$ cat config.mk
export PLATFORM = sky130hd
export DESIGN_NAME = r22_sdf_stage
export DESIGN_NICKNAME = d
export VERILOG_FILES = /design/src/rtl/r22_pkg.sv /design/src/rtl/r22_ctrl.sv /design/src/rtl/r22_delay_line.sv /design/src/rtl/r22_bf_unit.sv /design/src/rtl/r22_sdf_stage.sv
export SDC_FILE = /design/constraint.sdc
export NUM_CORES = 1
export LEC_CHECK = 0
export ABC_AREA = 1
export BUFFER_PORTS_ARGS = -buffer_cell sky130_fd_sc_hd__buf_2
export CAP_MARGIN = 20
export CORE_AREA = 2 2 256 258
export CTS_BUF_LIST = sky130_fd_sc_hd__clkbuf_16
export CTS_CLUSTER_DIAMETER = 40
export DETAILED_ROUTE_END_ITERATION = 8
export DIE_AREA = 0 0 258 260
export PLACE_DENSITY = 0.62
export SYNTH_ARGS = -nofsm -noshare
export SYNTH_HDL_FRONTEND = slang
export SYNTH_HIERARCHICAL = 1
export SYNTH_SLANG_ARGS = --single-unit
$ cat constraint.sdc
create_clock -name clk -period 5.3 [get_ports clk]
set_clock_uncertainty 0.15 [all_clocks]
set_input_delay 0.795 -clock clk [delete_from_list [all_inputs] [get_ports clk]]
set_output_delay 0.795 -clock clk [all_outputs]
set_load 0.005 [all_outputs]
$ cat src/rtl/r22_pkg.sv
`timescale 1ns/1ps
package r22_pkg;
  // Phase of one feedback butterfly within its period
  typedef enum logic {
    PH_FILL  = 1'b0,  // store incoming, emit fed-back difference
    PH_MERGE = 1'b1   // emit sum, write difference back
  } phase_e;
endpackage

$ cat src/rtl/r22_ctrl.sv
`timescale 1ns/1ps
module r22_ctrl
  import r22_pkg::*;
#(
  parameter int FRAME = 16,
  parameter int DEPTH = 8,
  localparam int CW = $clog2(FRAME),
  localparam int HB = $clog2(DEPTH)
) (
  input  logic          clk,
  input  logic          rst_n,
  input  logic          in_valid,
  output logic [CW-1:0] cnt,
  output phase_e        phase,
  output logic          late_quarter,
  output logic          primed
);
  always_ff @(posedge clk or negedge rst_n) begin
    if (!rst_n) begin
      cnt    <= '0;
      primed <= 1'b0;
    end else if (in_valid) begin
      cnt <= cnt + 1'b1;
      if (phase == PH_MERGE) primed <= 1'b1;
    end
  end

  assign phase        = cnt[HB] ? PH_MERGE : PH_FILL;
  assign late_quarter = cnt[CW-1] & cnt[CW-2];

  assert_cnt_step_R2: assert property (@(posedge clk) disable iff (!rst_n)
    in_valid |=> (cnt == CW'($past(cnt) + 1'b1)));
  assert_cnt_hold_R2: assert property (@(posedge clk) disable iff (!rst_n)
    !in_valid |=> $stable(cnt));
  assert_primed_sticky_R3: assert property (@(posedge clk) disable iff (!rst_n)
    primed |=> primed);
endmodule

$ cat src/rtl/r22_delay_line.sv
`timescale 1ns/1ps
module r22_delay_line #(
  parameter int DEPTH = 8,
  parameter int W     = 13
) (
  input  logic                clk,
  input  logic                rst_n,
  input  logic                shift_en,
  input  logic signed [W-1:0] din_re,
  input  logic signed [W-1:0] din_im,
  output logic signed [W-1:0] dout_re,
  output logic signed [W-1:0] dout_im
);
  logic signed [W-1:0] tap_re [DEPTH];
  logic signed [W-1:0] tap_im [DEPTH];

  always_ff @(posedge clk or negedge rst_n) begin
    if (!rst_n) begin
      for (int i = 0; i < DEPTH; i++) begin
        tap_re[i] <= '0;
        tap_im[i] <= '0;
      end
    end else if (shift_en) begin
      tap_re[0] <= din_re;
      tap_im[0] <= din_im;
      for (int i = 1; i < DEPTH; i++) begin
        tap_re[i] <= tap_re[i-1];
        tap_im[i] <= tap_im[i-1];
      end
    end
  end

  assign dout_re = tap_re[DEPTH-1];
  assign dout_im = tap_im[DEPTH-1];
endmodule

$ cat src/rtl/r22_bf_unit.sv
`timescale 1ns/1ps
module r22_bf_unit
  import r22_pkg::*;
#(
  parameter int FRAME = 16,
  parameter int DEPTH = 8,
  parameter int IW    = 12,
  parameter bit ROT   = 1'b0,
  localparam int OW = IW + 1,
  localparam int CW = $clog2(FRAME)
) (
  input  logic                 clk,
  input  logic                 rst_n,
  input  logic                 in_valid,
  input  logic signed [IW-1:0] in_re,
  input  logic signed [IW-1:0] in_im,
  output logic                 out_valid,
  output logic signed [OW-1:0] out_re,
  output logic signed [OW-1:0] out_im,
  output logic [CW-1:0]        cnt,
  output logic                 primed
);
  // arithmetic kept in functions so the bench can restate it independently
  function automatic logic signed [OW-1:0] widen(input logic signed [IW-1:0] v);
    return OW'(v);
  endfunction
  function automatic logic signed [OW-1:0] negate(input logic signed [OW-1:0] v);
    return -v;
  endfunction

  phase_e phase;
  logic   late_quarter;
  logic   merge_phase;   // named event: combining half of the period
  logic   rot_active;    // named event: -j applied to this sample
  logic signed [OW-1:0] x_re, x_im, head_re, head_im;
  logic signed [OW-1:0] sum_re, sum_im, dif_re, dif_im;
  logic signed [OW-1:0] wb_re, wb_im, nxt_re, nxt_im;

  r22_ctrl #(.FRAME(FRAME), .DEPTH(DEPTH)) u_ctrl (
    .clk(clk), .rst_n(rst_n), .in_valid(in_valid), .cnt(cnt),
    .phase(phase), .late_quarter(late_quarter), .primed(primed)
  );

  assign merge_phase = (phase == PH_MERGE);
  assign rot_active  = ROT && late_quarter;

  always_comb begin
    if (rot_active) begin
      x_re = widen(in_im);
      x_im = negate(widen(in_re));
    end else begin
      x_re = widen(in_re);
      x_im = widen(in_im);
    end
    sum_re = head_re + x_re;
    sum_im = head_im + x_im;
    dif_re = head_re - x_re;
    dif_im = head_im - x_im;
    wb_re  = merge_phase ? dif_re : x_re;
    wb_im  = merge_phase ? dif_im : x_im;
    nxt_re = merge_phase ? sum_re : head_re;
    nxt_im = merge_phase ? sum_im : head_im;
  end

  r22_delay_line #(.DEPTH(DEPTH), .W(OW)) u_dly (
    .clk(clk), .rst_n(rst_n), .shift_en(in_valid),
    .din_re(wb_re), .din_im(wb_im), .dout_re(head_re), .dout_im(head_im)
  );

  always_ff @(posedge clk or negedge rst_n) begin
    if (!rst_n) begin
      out_valid <= 1'b0;
      out_re    <= '0;
      out_im    <= '0;
    end else begin
      out_valid <= in_valid && (primed || merge_phase);
      if (in_valid) begin
        out_re <= nxt_re;
        out_im <= nxt_im;
      end
    end
  end

  assert_valid_follow_R4: assert property (@(posedge clk) disable iff (!rst_n)
    primed |=> (out_valid == $past(in_valid)));
  assert_fill_silent_R3: assert property (@(posedge clk) disable iff (!rst_n)
    (!primed && !merge_phase) |=> !out_valid);

  generate
    if (ROT) begin : g_rot_check
      localparam logic signed [IW-1:0] MOST_NEG = {1'b1, {(IW-1){1'b0}}};
      assert_rot_no_wrap_R8: assert property (@(posedge clk) disable iff (!rst_n)
        (in_valid && rot_active) |-> (in_re != MOST_NEG));
    end
  endgenerate
endmodule

$ cat src/rtl/r22_sdf_stage.sv
`timescale 1ns/1ps
module r22_sdf_stage #(
  parameter int N    = 16,
  parameter int IN_W = 12,
  localparam int OUT_W = IN_W + 2,
  localparam int CW    = $clog2(N)
) (
  input  logic                    clk,
  input  logic                    rst_n,
  input  logic                    in_valid,
  input  logic signed [IN_W-1:0]  in_re,
  input  logic signed [IN_W-1:0]  in_im,
  output logic                    out_valid,
  output logic signed [OUT_W-1:0] out_re,
  output logic signed [OUT_W-1:0] out_im,
  output logic [CW-1:0]           frame_cnt
);
  logic                   s1_valid, s1_primed, s2_primed;
  logic signed [IN_W:0]   s1_re, s1_im;
  logic [CW-1:0]          s2_cnt;

  // first butterfly: half-frame feedback, no rotation
  r22_bf_unit #(.FRAME(N), .DEPTH(N/2), .IW(IN_W), .ROT(1'b0)) u_bf_half (
    .clk(clk), .rst_n(rst_n), .in_valid(in_valid), .in_re(in_re), .in_im(in_im),
    .out_valid(s1_valid), .out_re(s1_re), .out_im(s1_im),
    .cnt(frame_cnt), .primed(s1_primed)
  );

  // second butterfly: quarter-frame feedback, -j on last quarter
  r22_bf_unit #(.FRAME(N), .DEPTH(N/4), .IW(IN_W+1), .ROT(1'b1)) u_bf_quarter (
    .clk(clk), .rst_n(rst_n), .in_valid(s1_valid), .in_re(s1_re), .in_im(s1_im),
    .out_valid(out_valid), .out_re(out_re), .out_im(out_im),
    .cnt(s2_cnt), .primed(s2_primed)
  );

  // second counter trails the first by half a frame plus any pending sample
  assert_stage_align_R6: assert property (@(posedge clk) disable iff (!rst_n)
    s1_primed |-> (CW'(s2_cnt + CW'(s1_valid)) == CW'(frame_cnt + CW'(N/2))));
  assert_out_needs_prime_R3: assert property (@(posedge clk) disable iff (!rst_n)
    out_valid |-> s2_primed);
endmodule

==> impl_metrics.yaml <==
drt:
  antenna_left: 0
  wl_per_cell_um: 13.5
  vias: 17981
  firstDrtPassIters: 5
  drc: 0
  drtIter0Drc: 1325
  viasPerCell: 4.67
  totalWireLength_um: 52100
placed_design:
  globalplace.congestion: 0.958
  dp_hpwl_um: 35800
  dp_cells: 3740
  io_buffers: 59
  dpl_cell_area_um2: 22700
power:
  p_clk_share_pct: 26.0
  seqPwrFrac_pct: 31.8
  vdd_drop_max_mv: 0.310
  finalPower_w: 0.0148
  p_int_w: 0.00846
  switching_share_pct: 42.7
  power.density_nw_per_um2: 599
  power_switching_w: 0.00631
  p_leak_nw: 13.4
  p_comb_share_pct: 42.2
floorplan:
  die-area_um2: 67100
  top_level_ports: 60
  start_util_pct: 34.8
  num_rows: 93
  die_x_um: 258
  core_area_um2: 64100
  die_h_um: 260
setup_path:
  cpMaxStageDelayCell: "o21ai_0"
  required_ns: 5.65
  r2r_slack_ns: 1.54
  worstPathMaxFanout: 39
  critPathArrivalTime_ns: 4.11
  startpoint_type: "register"
  cpPeakStageDelay_ns: 0.52
  crit_type: "register to register"
  cp-end-kind: "register"
  cp_common_cell: "nand2_1"
  cp_cell_sequence: "nand2_1 > inv_1 > buf_4 > inv_1 > o21ai_0 > ha_1 > inv_1 > fa_1 > inv_1 > nor2_1 > o21ai_0 > nand2_1 > nand2_1 > nand4_2 > or2_1 > nand3_2 > o21ai_2 > nand2_1 > nand2_1"
final_layout:
  area_delta_synth_final_pct: 10.4
  fin_nets: 3088
  drive_gt1_share_pct: 10.1
  most-common-layout-cells: "1372 x nand2_1, 383 x dfrtp_1, 217 x inv_1, 138 x nor2_1, 113 x nand3_1"
  insertedDiodeCount: 0
  fillers: 6593
  layout_commonest_cell: "nand2_1"
  final_cell_area_um2: 24700
  utilization_pct: 38.5
  final_cells: 3847
cts:
  cts_tree: "done"
  cts_made_buffers: 58
  hold_buffers: 0
  clock_path_buffers: 3
  cts-root-buf: "clkbuf_16"
  clkSinkCount: 386
  cts_max_level: 2
  worstSkewPairLatency_ns: 0.61
  cts.repair.resized: 0
  post-cts-setup-buffers: 0
  clkTransAtPathRegs_ns: 0.06
sta:
  hold_viol_final: 0
  relSlewSlack_pct: 42.8
  fin_tns_setup_ns: 0
  timing.final.crit_share_pct: 71.0
  slew_viol_final: 0
  max_freq_mhz: 266
  rsz0062_at_grt: "no"
  fin_crit_ns: 3.76
  worst_pin_slew_ns: 0.850
  finalSetupViolations: 0
synth:
  netlist_area_um2: 22300
  yosysWarnings: 6
  synth_area_per_cell_um2: 7.46
  synth_fp_nets: 3137
  synthCells: 2995
global_route:
  grt_pass1_vias: 17109
  grt_pass1_wl_um: 88100
  antenna_found_initial: 4
  grt_max_degree: 134
  grt.overflow.total: 0
  track_usage_pct: 15.8
flow_run:
  cap_violations: 0
outcome:
  status: "finished, final reports clean"
worst_hold_path:
  hp-class: "input port to asynchronous set/reset pin"
sequential cells by signal, summed over array words and instances (netlist names), 4 cells and up:
name                        cells
u_bf_half/u_dly/tap_re         91
u_bf_quarter/u_dly/tap_re      42
u_bf_quarter/out_re            14
u_bf_half/u_dly/dout_im        13
u_bf_half/u_dly/dout_re        13
u_bf_half/u_ctrl/cnt            4
u_bf_quarter/u_ctrl/cnt         4
u_bf_quarter/u_dly/dout_im     14
u_bf_half/out_re               13
u_bf_quarter/out_im            14
u_bf_half/out_im               13
u_bf_quarter/u_dly/tap_im      42
u_bf_quarter/u_dly/dout_re     14
u_bf_half/u_dly/tap_im         91
power by group through the flow:
stage / logic (W) / clock network [W] / registers [W]
2_1_floorplan: 0.00503 / 0 / 0.00445
3_3_place_gp: 0.00619 / 0 / 0.00472
3_5_place_dp: 0.00621 / 0 / 0.00473
4_1_cts: 0.00624 / 0.00396 / 0.00470
5_1_grt: 0.00714 / 0.00409 / 0.00483
6_report: 0.00623 / 0.00384 / 0.00470
stage by stage:
stage | hold WS (ns) | worst slack (ns)
6_report | 0.0573 | 1.54
3_5_place_dp | 0.298 | 1.58
2_1_floorplan | 0.283 | 2.26
5_1_grt | 0.0953 | 1.21
4_1_cts | 0.0612 | 1.57
3_3_place_gp | 0.295 | 1.65
critical path, delay by kind of cell, from the launching register on:
kind | cells | cell delay [ns]
compound gates | 3 | 0.73
fa+ha+maj | 2 | 0.72
buf+inv | 5 | 0.77
flops | 1 | 0.38
simple gates | 9 | 0.90
routing by layer:
metal,up-vias,track usage [%],part of all wire [%]
met3,91,3.09,4.5
met2,326,24.8,44
met5,-,0,0.11
met1,8371,22.2,50
met4,8,4.13,2.1
li1,9185,-,-
final cells by class:
type	count	area [um^2]	area share [%]
inverters	239	905	3.67
flip-flops and latches	386	9670	39.2
clock buffers	58	1450	5.89
well taps	855	1070	4.34
clock inverters	48	522	2.12
repair buffers	78	512	2.08
multi-input cells	2183	10500	42.7
path summary, 6_finish.rpt:
| kind | from | cells after the start | endpoint |
|---|---|---|---|
| min | rst_n | 1 | u_bf_half/u_dly/tap_im[62] |
| max reg2reg | u_bf_quarter/u_ctrl/cnt[2] | 19 | u_bf_quarter/u_dly/tap_im[50] |
| max | u_bf_quarter/u_ctrl/cnt[2] | 19 | u_bf_quarter/u_dly/tap_im[50] |
| min in group clk | u_bf_quarter/u_ctrl/primed | 1 | u_bf_quarter/u_ctrl/primed |
| min reg2reg | u_bf_quarter/u_ctrl/primed | 1 | u_bf_quarter/u_ctrl/primed |
| max in group asynchronous | rst_n | 2 | u_bf_half/out_valid |
Power figures use the tool's default switching activity.
